### src/rtl/dqpi_pkg.sv
`timescale 1ns/1ps
package dqpi_pkg;
  typedef enum logic [1:0] {SQ_IDLE, SQ_RUN, SQ_FIN} sq_state_t;
  localparam logic [1:0] CFG_KP   = 2'd0;
  localparam logic [1:0] CFG_KI   = 2'd1;
  localparam logic [1:0] CFG_LIM  = 2'd2;
  localparam logic [1:0] CFG_KSEL = 2'd3;
endpackage

### src/rtl/dqpi_cfg.sv
`timescale 1ns/1ps
module dqpi_cfg #(
  parameter int W = 16,
  parameter int G = 16
) (
  input  logic                clk,
  input  logic                rst,
  input  logic                we,
  input  logic [1:0]          addr,
  input  logic [G-1:0]        wdata,
  input  logic                load,
  output logic signed [G-1:0] kp,
  output logic signed [G-1:0] ki,
  output logic [W-2:0]        lim,
  output logic [1:0]          ksel
);
  import dqpi_pkg::*;
  logic signed [G-1:0] kp_s, ki_s;
  logic [W-2:0]        lim_s;
  logic [1:0]          ksel_s;

  always_ff @(posedge clk) begin
    if (rst) begin
      kp_s <= '0; ki_s <= '0; lim_s <= '1; ksel_s <= '0;
    end else if (we) begin
      case (addr)
        CFG_KP:   kp_s   <= wdata;
        CFG_KI:   ki_s   <= wdata;
        CFG_LIM:  lim_s  <= wdata[W-2:0];
        default:  ksel_s <= wdata[1:0];
      endcase
    end
  end

  always_ff @(posedge clk) begin
    if (rst) begin
      kp <= '0; ki <= '0; lim <= '1; ksel <= '0;
    end else if (load) begin
      kp <= kp_s; ki <= ki_s; lim <= lim_s; ksel <= ksel_s;
    end
  end
endmodule

### src/rtl/dqpi_seq.sv
`timescale 1ns/1ps
module dqpi_seq #(
  parameter int N1  = 6,
  parameter int N2  = 4,
  parameter int STW = 3
) (
  input  logic           clk,
  input  logic           rst,
  input  logic           p1_stb,
  input  logic           p2_stb,
  input  logic           p2_inhibit,
  output logic           busy,
  output logic           mode,
  output logic [STW-1:0] step,
  output logic           mul_en,
  output logic           fin,
  output logic           take1,
  output logic           take2
);
  import dqpi_pkg::*;
  localparam logic [STW-1:0] LAST1 = STW'(N1 - 1);
  localparam logic [STW-1:0] LAST2 = STW'(N2 - 1);
  sq_state_t st;
  logic [STW-1:0] last;

  always_comb begin
    take1  = (st == SQ_IDLE) && p1_stb;
    take2  = (st == SQ_IDLE) && !p1_stb && p2_stb && !p2_inhibit;
    last   = mode ? LAST2 : LAST1;
    busy   = (st != SQ_IDLE);
    mul_en = (st == SQ_RUN);
    fin    = (st == SQ_FIN);
  end

  always_ff @(posedge clk) begin
    if (rst) begin
      st <= SQ_IDLE; mode <= 1'b0; step <= '0;
    end else begin
      case (st)
        SQ_IDLE: begin
          step <= '0;
          if (take1)      begin st <= SQ_RUN; mode <= 1'b0; end
          else if (take2) begin st <= SQ_RUN; mode <= 1'b1; end
        end
        SQ_RUN: begin
          if (step == last) st <= SQ_FIN;
          else              step <= step + 1'b1;
        end
        default: st <= SQ_IDLE;
      endcase
    end
  end
endmodule

### src/rtl/dqpi_mul.sv
`timescale 1ns/1ps
module dqpi_mul #(
  parameter int AW = 16,
  parameter int BW = 17
) (
  input  logic signed [AW-1:0]    a,
  input  logic signed [BW-1:0]    b,
  output logic signed [AW+BW-1:0] p
);
  assign p = a * b;
endmodule

### src/rtl/dqpi_dual_pass.sv
`timescale 1ns/1ps
module dqpi_dual_pass #(
  parameter int W    = 16,
  parameter int G    = 16,
  parameter int FRAC = 8
) (
  input  logic                clk,
  input  logic                rst,
  input  logic                cfg_we,
  input  logic [1:0]          cfg_addr,
  input  logic [G-1:0]        cfg_wdata,
  input  logic                p1_stb,
  input  logic                p2_stb,
  input  logic                p2_inhibit,
  input  logic signed [W-1:0] meas_d,
  input  logic signed [W-1:0] meas_q,
  input  logic signed [W-1:0] ref_d,
  input  logic signed [W-1:0] ref_q,
  input  logic signed [W-1:0] omega_e,
  input  logic signed [W-1:0] flux_d,
  input  logic signed [W-1:0] flux_q,
  output logic signed [W-1:0] v_d,
  output logic signed [W-1:0] v_q,
  output logic                v_valid
);
  localparam int EW    = W + 1;
  localparam int PW    = G + EW;
  localparam int SW    = PW + 4;
  localparam int KW    = SW + 4;
  localparam int NSLOT = 6;
  localparam int STW   = $clog2(NSLOT);

  logic signed [G-1:0] kp_a, ki_a;
  logic [W-2:0]        lim_a;
  logic [1:0]          ksel_a;
  logic                busy, mode, mul_en, fin, take1, take2;
  logic [STW-1:0]      step;

  logic signed [EW-1:0] ea_d, ea_q;
  logic signed [W-1:0]  w_l, fl_d, fl_q, iref1_d, iref1_q, v1_d, v1_q;
  logic signed [SW-1:0] acc_d, acc_q;
  logic signed [PW-1:0] slot [0:NSLOT-1];
  logic signed [G-1:0]  mul_a;
  logic signed [EW-1:0] mul_b;
  logic signed [PW-1:0] prod;

  dqpi_cfg #(.W(W), .G(G)) cfg_i (
    .clk(clk), .rst(rst), .we(cfg_we), .addr(cfg_addr), .wdata(cfg_wdata),
    .load(take1), .kp(kp_a), .ki(ki_a), .lim(lim_a), .ksel(ksel_a));

  dqpi_seq #(.N1(6), .N2(4), .STW(STW)) seq_i (
    .clk(clk), .rst(rst), .p1_stb(p1_stb), .p2_stb(p2_stb),
    .p2_inhibit(p2_inhibit), .busy(busy), .mode(mode), .step(step),
    .mul_en(mul_en), .fin(fin), .take1(take1), .take2(take2));

  dqpi_mul #(.AW(G), .BW(EW)) mul_i (.a(mul_a), .b(mul_b), .p(prod));

  // operand capture at pass start
  always_ff @(posedge clk) begin
    if (rst) begin
      ea_d <= '0; ea_q <= '0; w_l <= '0; fl_d <= '0; fl_q <= '0;
      iref1_d <= '0; iref1_q <= '0;
    end else if (take1) begin
      ea_d <= EW'(ref_d) - EW'(meas_d);
      ea_q <= EW'(ref_q) - EW'(meas_q);
      w_l <= omega_e; fl_d <= flux_d; fl_q <= flux_q;
      iref1_d <= ref_d; iref1_q <= ref_q;
    end else if (take2) begin
      ea_d <= EW'(ref_d) - EW'(iref1_d);
      ea_q <= EW'(ref_q) - EW'(iref1_q);
    end
  end

  // operand schedule of the shared multiplier
  always_comb begin
    mul_a = '0;
    mul_b = '0;
    if (!mode) begin
      case (step)
        0: begin mul_a = kp_a;    mul_b = ea_d;      end
        1: begin mul_a = ki_a;    mul_b = ea_d;      end
        2: begin mul_a = G'(w_l); mul_b = EW'(fl_q); end
        3: begin mul_a = kp_a;    mul_b = ea_q;      end
        4: begin mul_a = ki_a;    mul_b = ea_q;      end
        5: begin mul_a = G'(w_l); mul_b = EW'(fl_d); end
        default: ;
      endcase
    end else begin
      case (step)
        0: begin mul_a = kp_a; mul_b = ea_d; end
        1: begin mul_a = ki_a; mul_b = ea_d; end
        2: begin mul_a = kp_a; mul_b = ea_q; end
        3: begin mul_a = ki_a; mul_b = ea_q; end
        default: ;
      endcase
    end
  end

  always_ff @(posedge clk) begin
    if (mul_en) slot[step] <= prod;
  end

  function automatic logic over(input logic signed [KW-1:0] x, input logic [W-2:0] l);
    logic signed [KW-1:0] ls;
    ls = KW'(l);
    return (x > ls) || (x < -ls);
  endfunction

  function automatic logic signed [W-1:0] clip(input logic signed [KW-1:0] x, input logic [W-2:0] l);
    logic signed [KW-1:0] ls;
    ls = KW'(l);
    if (x > ls)       return W'(ls);
    else if (x < -ls) return W'(-ls);
    else              return W'(x);
  endfunction

  logic signed [SW-1:0] cand_d, cand_q, u_d, u_q, corr_d, corr_q;
  logic signed [KW-1:0] kc_d, kc_q, t_d, t_q;

  always_comb begin
    cand_d = acc_d + SW'(slot[1]);
    cand_q = acc_q + SW'(slot[4]);
    u_d    = (SW'(slot[0]) + cand_d - SW'(slot[2])) >>> FRAC;
    u_q    = (SW'(slot[3]) + cand_q + SW'(slot[5])) >>> FRAC;
    corr_d = (SW'(slot[0]) + SW'(slot[1])) >>> FRAC;
    corr_q = (SW'(slot[2]) + SW'(slot[3])) >>> FRAC;
    case (ksel_a)
      2'd0: begin
        kc_d = KW'(corr_d) <<< 2;
        kc_q = KW'(corr_q) <<< 2;
      end
      2'd1: begin
        kc_d = (KW'(corr_d) <<< 2) + (KW'(corr_d) <<< 1);
        kc_q = (KW'(corr_q) <<< 2) + (KW'(corr_q) <<< 1);
      end
      default: begin
        kc_d = KW'(corr_d) <<< 3;
        kc_q = KW'(corr_q) <<< 3;
      end
    endcase
    t_d = KW'(v1_d) + kc_d;
    t_q = KW'(v1_q) + kc_q;
  end

  always_ff @(posedge clk) begin
    if (rst) begin
      v_d <= '0; v_q <= '0; v_valid <= 1'b0;
      v1_d <= '0; v1_q <= '0; acc_d <= '0; acc_q <= '0;
    end else begin
      v_valid <= fin;
      if (fin && !mode) begin
        v_d  <= clip(KW'(u_d), lim_a);
        v_q  <= clip(KW'(u_q), lim_a);
        v1_d <= clip(KW'(u_d), lim_a);
        v1_q <= clip(KW'(u_q), lim_a);
        if (!over(KW'(u_d), lim_a)) acc_d <= cand_d;
        if (!over(KW'(u_q), lim_a)) acc_q <= cand_q;
      end else if (fin) begin
        v_d <= clip(t_d, lim_a);
        v_q <= clip(t_q, lim_a);
      end
    end
  end
endmodule

### config.mk
export PLATFORM = sky130hd
export DESIGN_NAME = dqpi_dual_pass
export DESIGN_NICKNAME = d
export VERILOG_FILES = /design/src/rtl/dqpi_pkg.sv /design/src/rtl/dqpi_cfg.sv /design/src/rtl/dqpi_seq.sv /design/src/rtl/dqpi_mul.sv /design/src/rtl/dqpi_dual_pass.sv
export SDC_FILE = /design/constraint.sdc
export NUM_CORES = 2
export LEC_CHECK = 0
export CORE_MARGIN = 10
export CORE_UTILIZATION = 50
export CTS_BUF_LIST = sky130_fd_sc_hd__clkbuf_16
export DETAILED_ROUTE_END_ITERATION = 16
export PLACE_DENSITY = 0.69
export SLEW_MARGIN = 20
export SYNTH_ARGS = -nofsm -noshare
export SYNTH_HDL_FRONTEND = slang
export SYNTH_HIERARCHICAL = 1
export SYNTH_SLANG_ARGS = --single-unit
### constraint.sdc
create_clock -name clk -period 13 [get_ports clk]
set_clock_uncertainty 0.2 [all_clocks]
set_input_delay 2.6 -clock clk [delete_from_list [all_inputs] [get_ports clk]]
set_output_delay 2.6 -clock clk [all_outputs]
set_load 0.005 [all_outputs]
==> results.toml <==
[clock_network]
clk_latency_ps = 650
clk_pin_slew_ps = 60
clockBufferDepth = 3
cts_root_buffer = "clkbuf_16"
htree_num_levels = 3
cts_num_sinks = 555
post_cts_buffers = 0
cts_buffers = 68
post_cts_resized = 0
hold_buffers = 0
cts_tree = "yes"

[synthesis]
ys_types = 105
yosys.area.top_type = "ha_1"
synth_cells = 6373
synth_area_sq_um = 55880
yosys-top-cells-area = "ha_1 15%, dfxtp_1 13%, fa_1 13%"
synthArstFlopShare_pct = 0
synth-seq-cells = 555
synth_seq_area_share_pct = 23.43
synth_ff_type = "dfxtp_1"
synth_top_area_share_pct = 14.60
synth_edf_count = 198
avgSynthCellArea_sq_um = 8.769
yosysWarnings = 6
syn_nets = 7515

[drt]
routed_wl_um = 174400
vias = 47460
avgViaCountPerCell = 5.925
avgRoutedWirePerCell_um = 21.78
drc = 0
drt_iter0_drc = 3690
ant_nets = 0
firstDrtPassIters = 7

[sta]
tightest_slew_ps = 1250
tns_ps = 0
hold_violations = 0
slew_headroom_pct = 16.49
setup_viol = 0
fmax_mhz = 89.23
min_period_over_period_pct = 86.21
drv_slew = 0
fin_ws_ps = 1793
period_needed_ps = 11210
rsz0062_at_grt = "no"

[global_routing]
first_global_vias = 46800
grt_pass1_wl_um = 270800
grtUsageTotal_pct = 27.05
grt_start_max_net_pins = 179
grt_overflow = 0
antenna_found_initial = 7

[floorplan]
core-area_sq_um = 110800
start_util_pct = 50.43
dieArea_sq_um = 125500
die_h_um = 354.3
pin_count = 169
rows = 122
die_w_um = 354.3

[power_and_ir_drop]
leakage_uw = 0.02796
power_density_nw_per_um2 = 94.77
irDropWorstVdd_mv = 0.09510

[setup_path]
slowest_stage = "o311ai_0"
worst-setup-path-type = "flop to flop"
endpoint_kind = "flop"
cpMostUsedCell = "ha_1"
cp.required_ps = 13330
cpPeakStageDelay_ps = 990
crit_path_start_kind = "flop"
cp_data_arrival_time_ps = 11530
cp_max_fo = 28

[flow_run]
maxCapViolations = 0

[outcome]
status = "complete, no violations"

[worst_hold_path]
hp-class = "flop to flop"

[layout]
nets = 7606
layout_commonest_cell = "inv_1"
final_cell_mix = "677 x inv_1, 652 x ha_1, 531 x a21oi_1"
syn2layout_area_growth_pct = 10.45
drive_above_1_share_pct = 4.739

[placed_design]
gp_congestion = 0.9752
place_ws_ps = 2074
port_buffers = 168
dp_hpwl_um = 137200
==> path summary, 6_finish.rpt <==
kind	start	to	slack [ps]	cells after the start
max	slot[2][1]$_DFFE_PP_	v_q[10]$_SDFFE_PP0P_	1790	40
min	v1_d[5]$_SDFFE_PP0P_	v1_d[5]$_SDFFE_PP0P_	260	2
max reg2reg	slot[2][1]$_DFFE_PP_	v_q[10]$_SDFFE_PP0P_	1790	40
min reg2reg	v1_d[5]$_SDFFE_PP0P_	v1_d[5]$_SDFFE_PP0P_	260	2
==> critical path, delay by kind of cell (launching register included) <==
family / cells / cell delay (ps)
muxes: 1 / 120
AOI/OAI and AO/OA: 22 / 6810
adders and majority gates: 4 / 1370
xor gates and xnor gates: 2 / 440
and+or+nand+nor: 8 / 1210
DFF: 1 / 410
buffers and inverters: 3 / 520
==> power breakdown <==
group | switching, uW | internal [uW] | leakage (uW) | total [uW]
clock network | 825 | 1150 | 0.00118 | 1980
logic | 1230 | 734 | 0.0222 | 1960
registers | 47.9 | 1870 | 0.00455 | 1910
==> Yosys cell counts (73+ instances only) <==
master    number
xor2_1       105
dfxtp_1      357
nand2_1      509
mux2i_1      233
nor2b_1      120
nor3_1        97
nand2b_1      94
inv_1        661
clkbuf_1     177
a211oi_1      76
xnor2_1      204
ha_1         652
nor2_1       460
a21o_1       180
fa_1         354
and2_1       192
a21oi_1      531
o21ai_0      247
o21a_1        73
nand3_1       90
edfxtp_1     198
==> cell families after synthesis <==
group	synth area share [%]
AND/OR/NAND/NOR	15.56
AO/OA/AOI/OAI	18.04
adder cells (fa/ha/maj)	27.28
buffers and inverters	6.235
flip-flops	23.43
XOR/XNOR	4.843
multiplexers	4.617
==> state kept, by name (all words and copies together) (netlist names), 17 cells and up <==
name   count
acc_d     37
acc_q     37
ea_d      17
ea_q      17
slot     198
==> routing by layer <==
metal  GRT usage (%)  share of wire, %  up-vias
li1                -                 -    22510
met3           3.710               6.0      453
met2           45.64                47     1686
met5               0             0.026        -
met1           33.43                41    22800
met4           14.21               5.9        6
==> metrics by stage <==
stage	total power (uW)	cells	util, %	instance area, sq um	hold slack, ps
2_1_floorplan	3266	6373	-	55880	226.8
4_1_cts	5846	8005	55.61	61630	256.3
3_5_place_dp	3864	7879	53.54	59330	244.9
6_report	5850	8010	55.70	61730	256.2
5_1_grt	6135	8009	55.70	61720	266.5
3_3_place_gp	3826	7879	53.53	59320	242.4
==> final cells by class <==
class,instances,area [sq um]
flip-flops and latches,555,13100
clock buffers,70,1752
multi-input cells,4921,39570
well taps,1488,1862
fillers,10120,49090
clock inverters,56,550.5
diodes,2,5.005
inverters,664,2492
repair buffers,254,2397
Power figures use the tool's default switching activity.
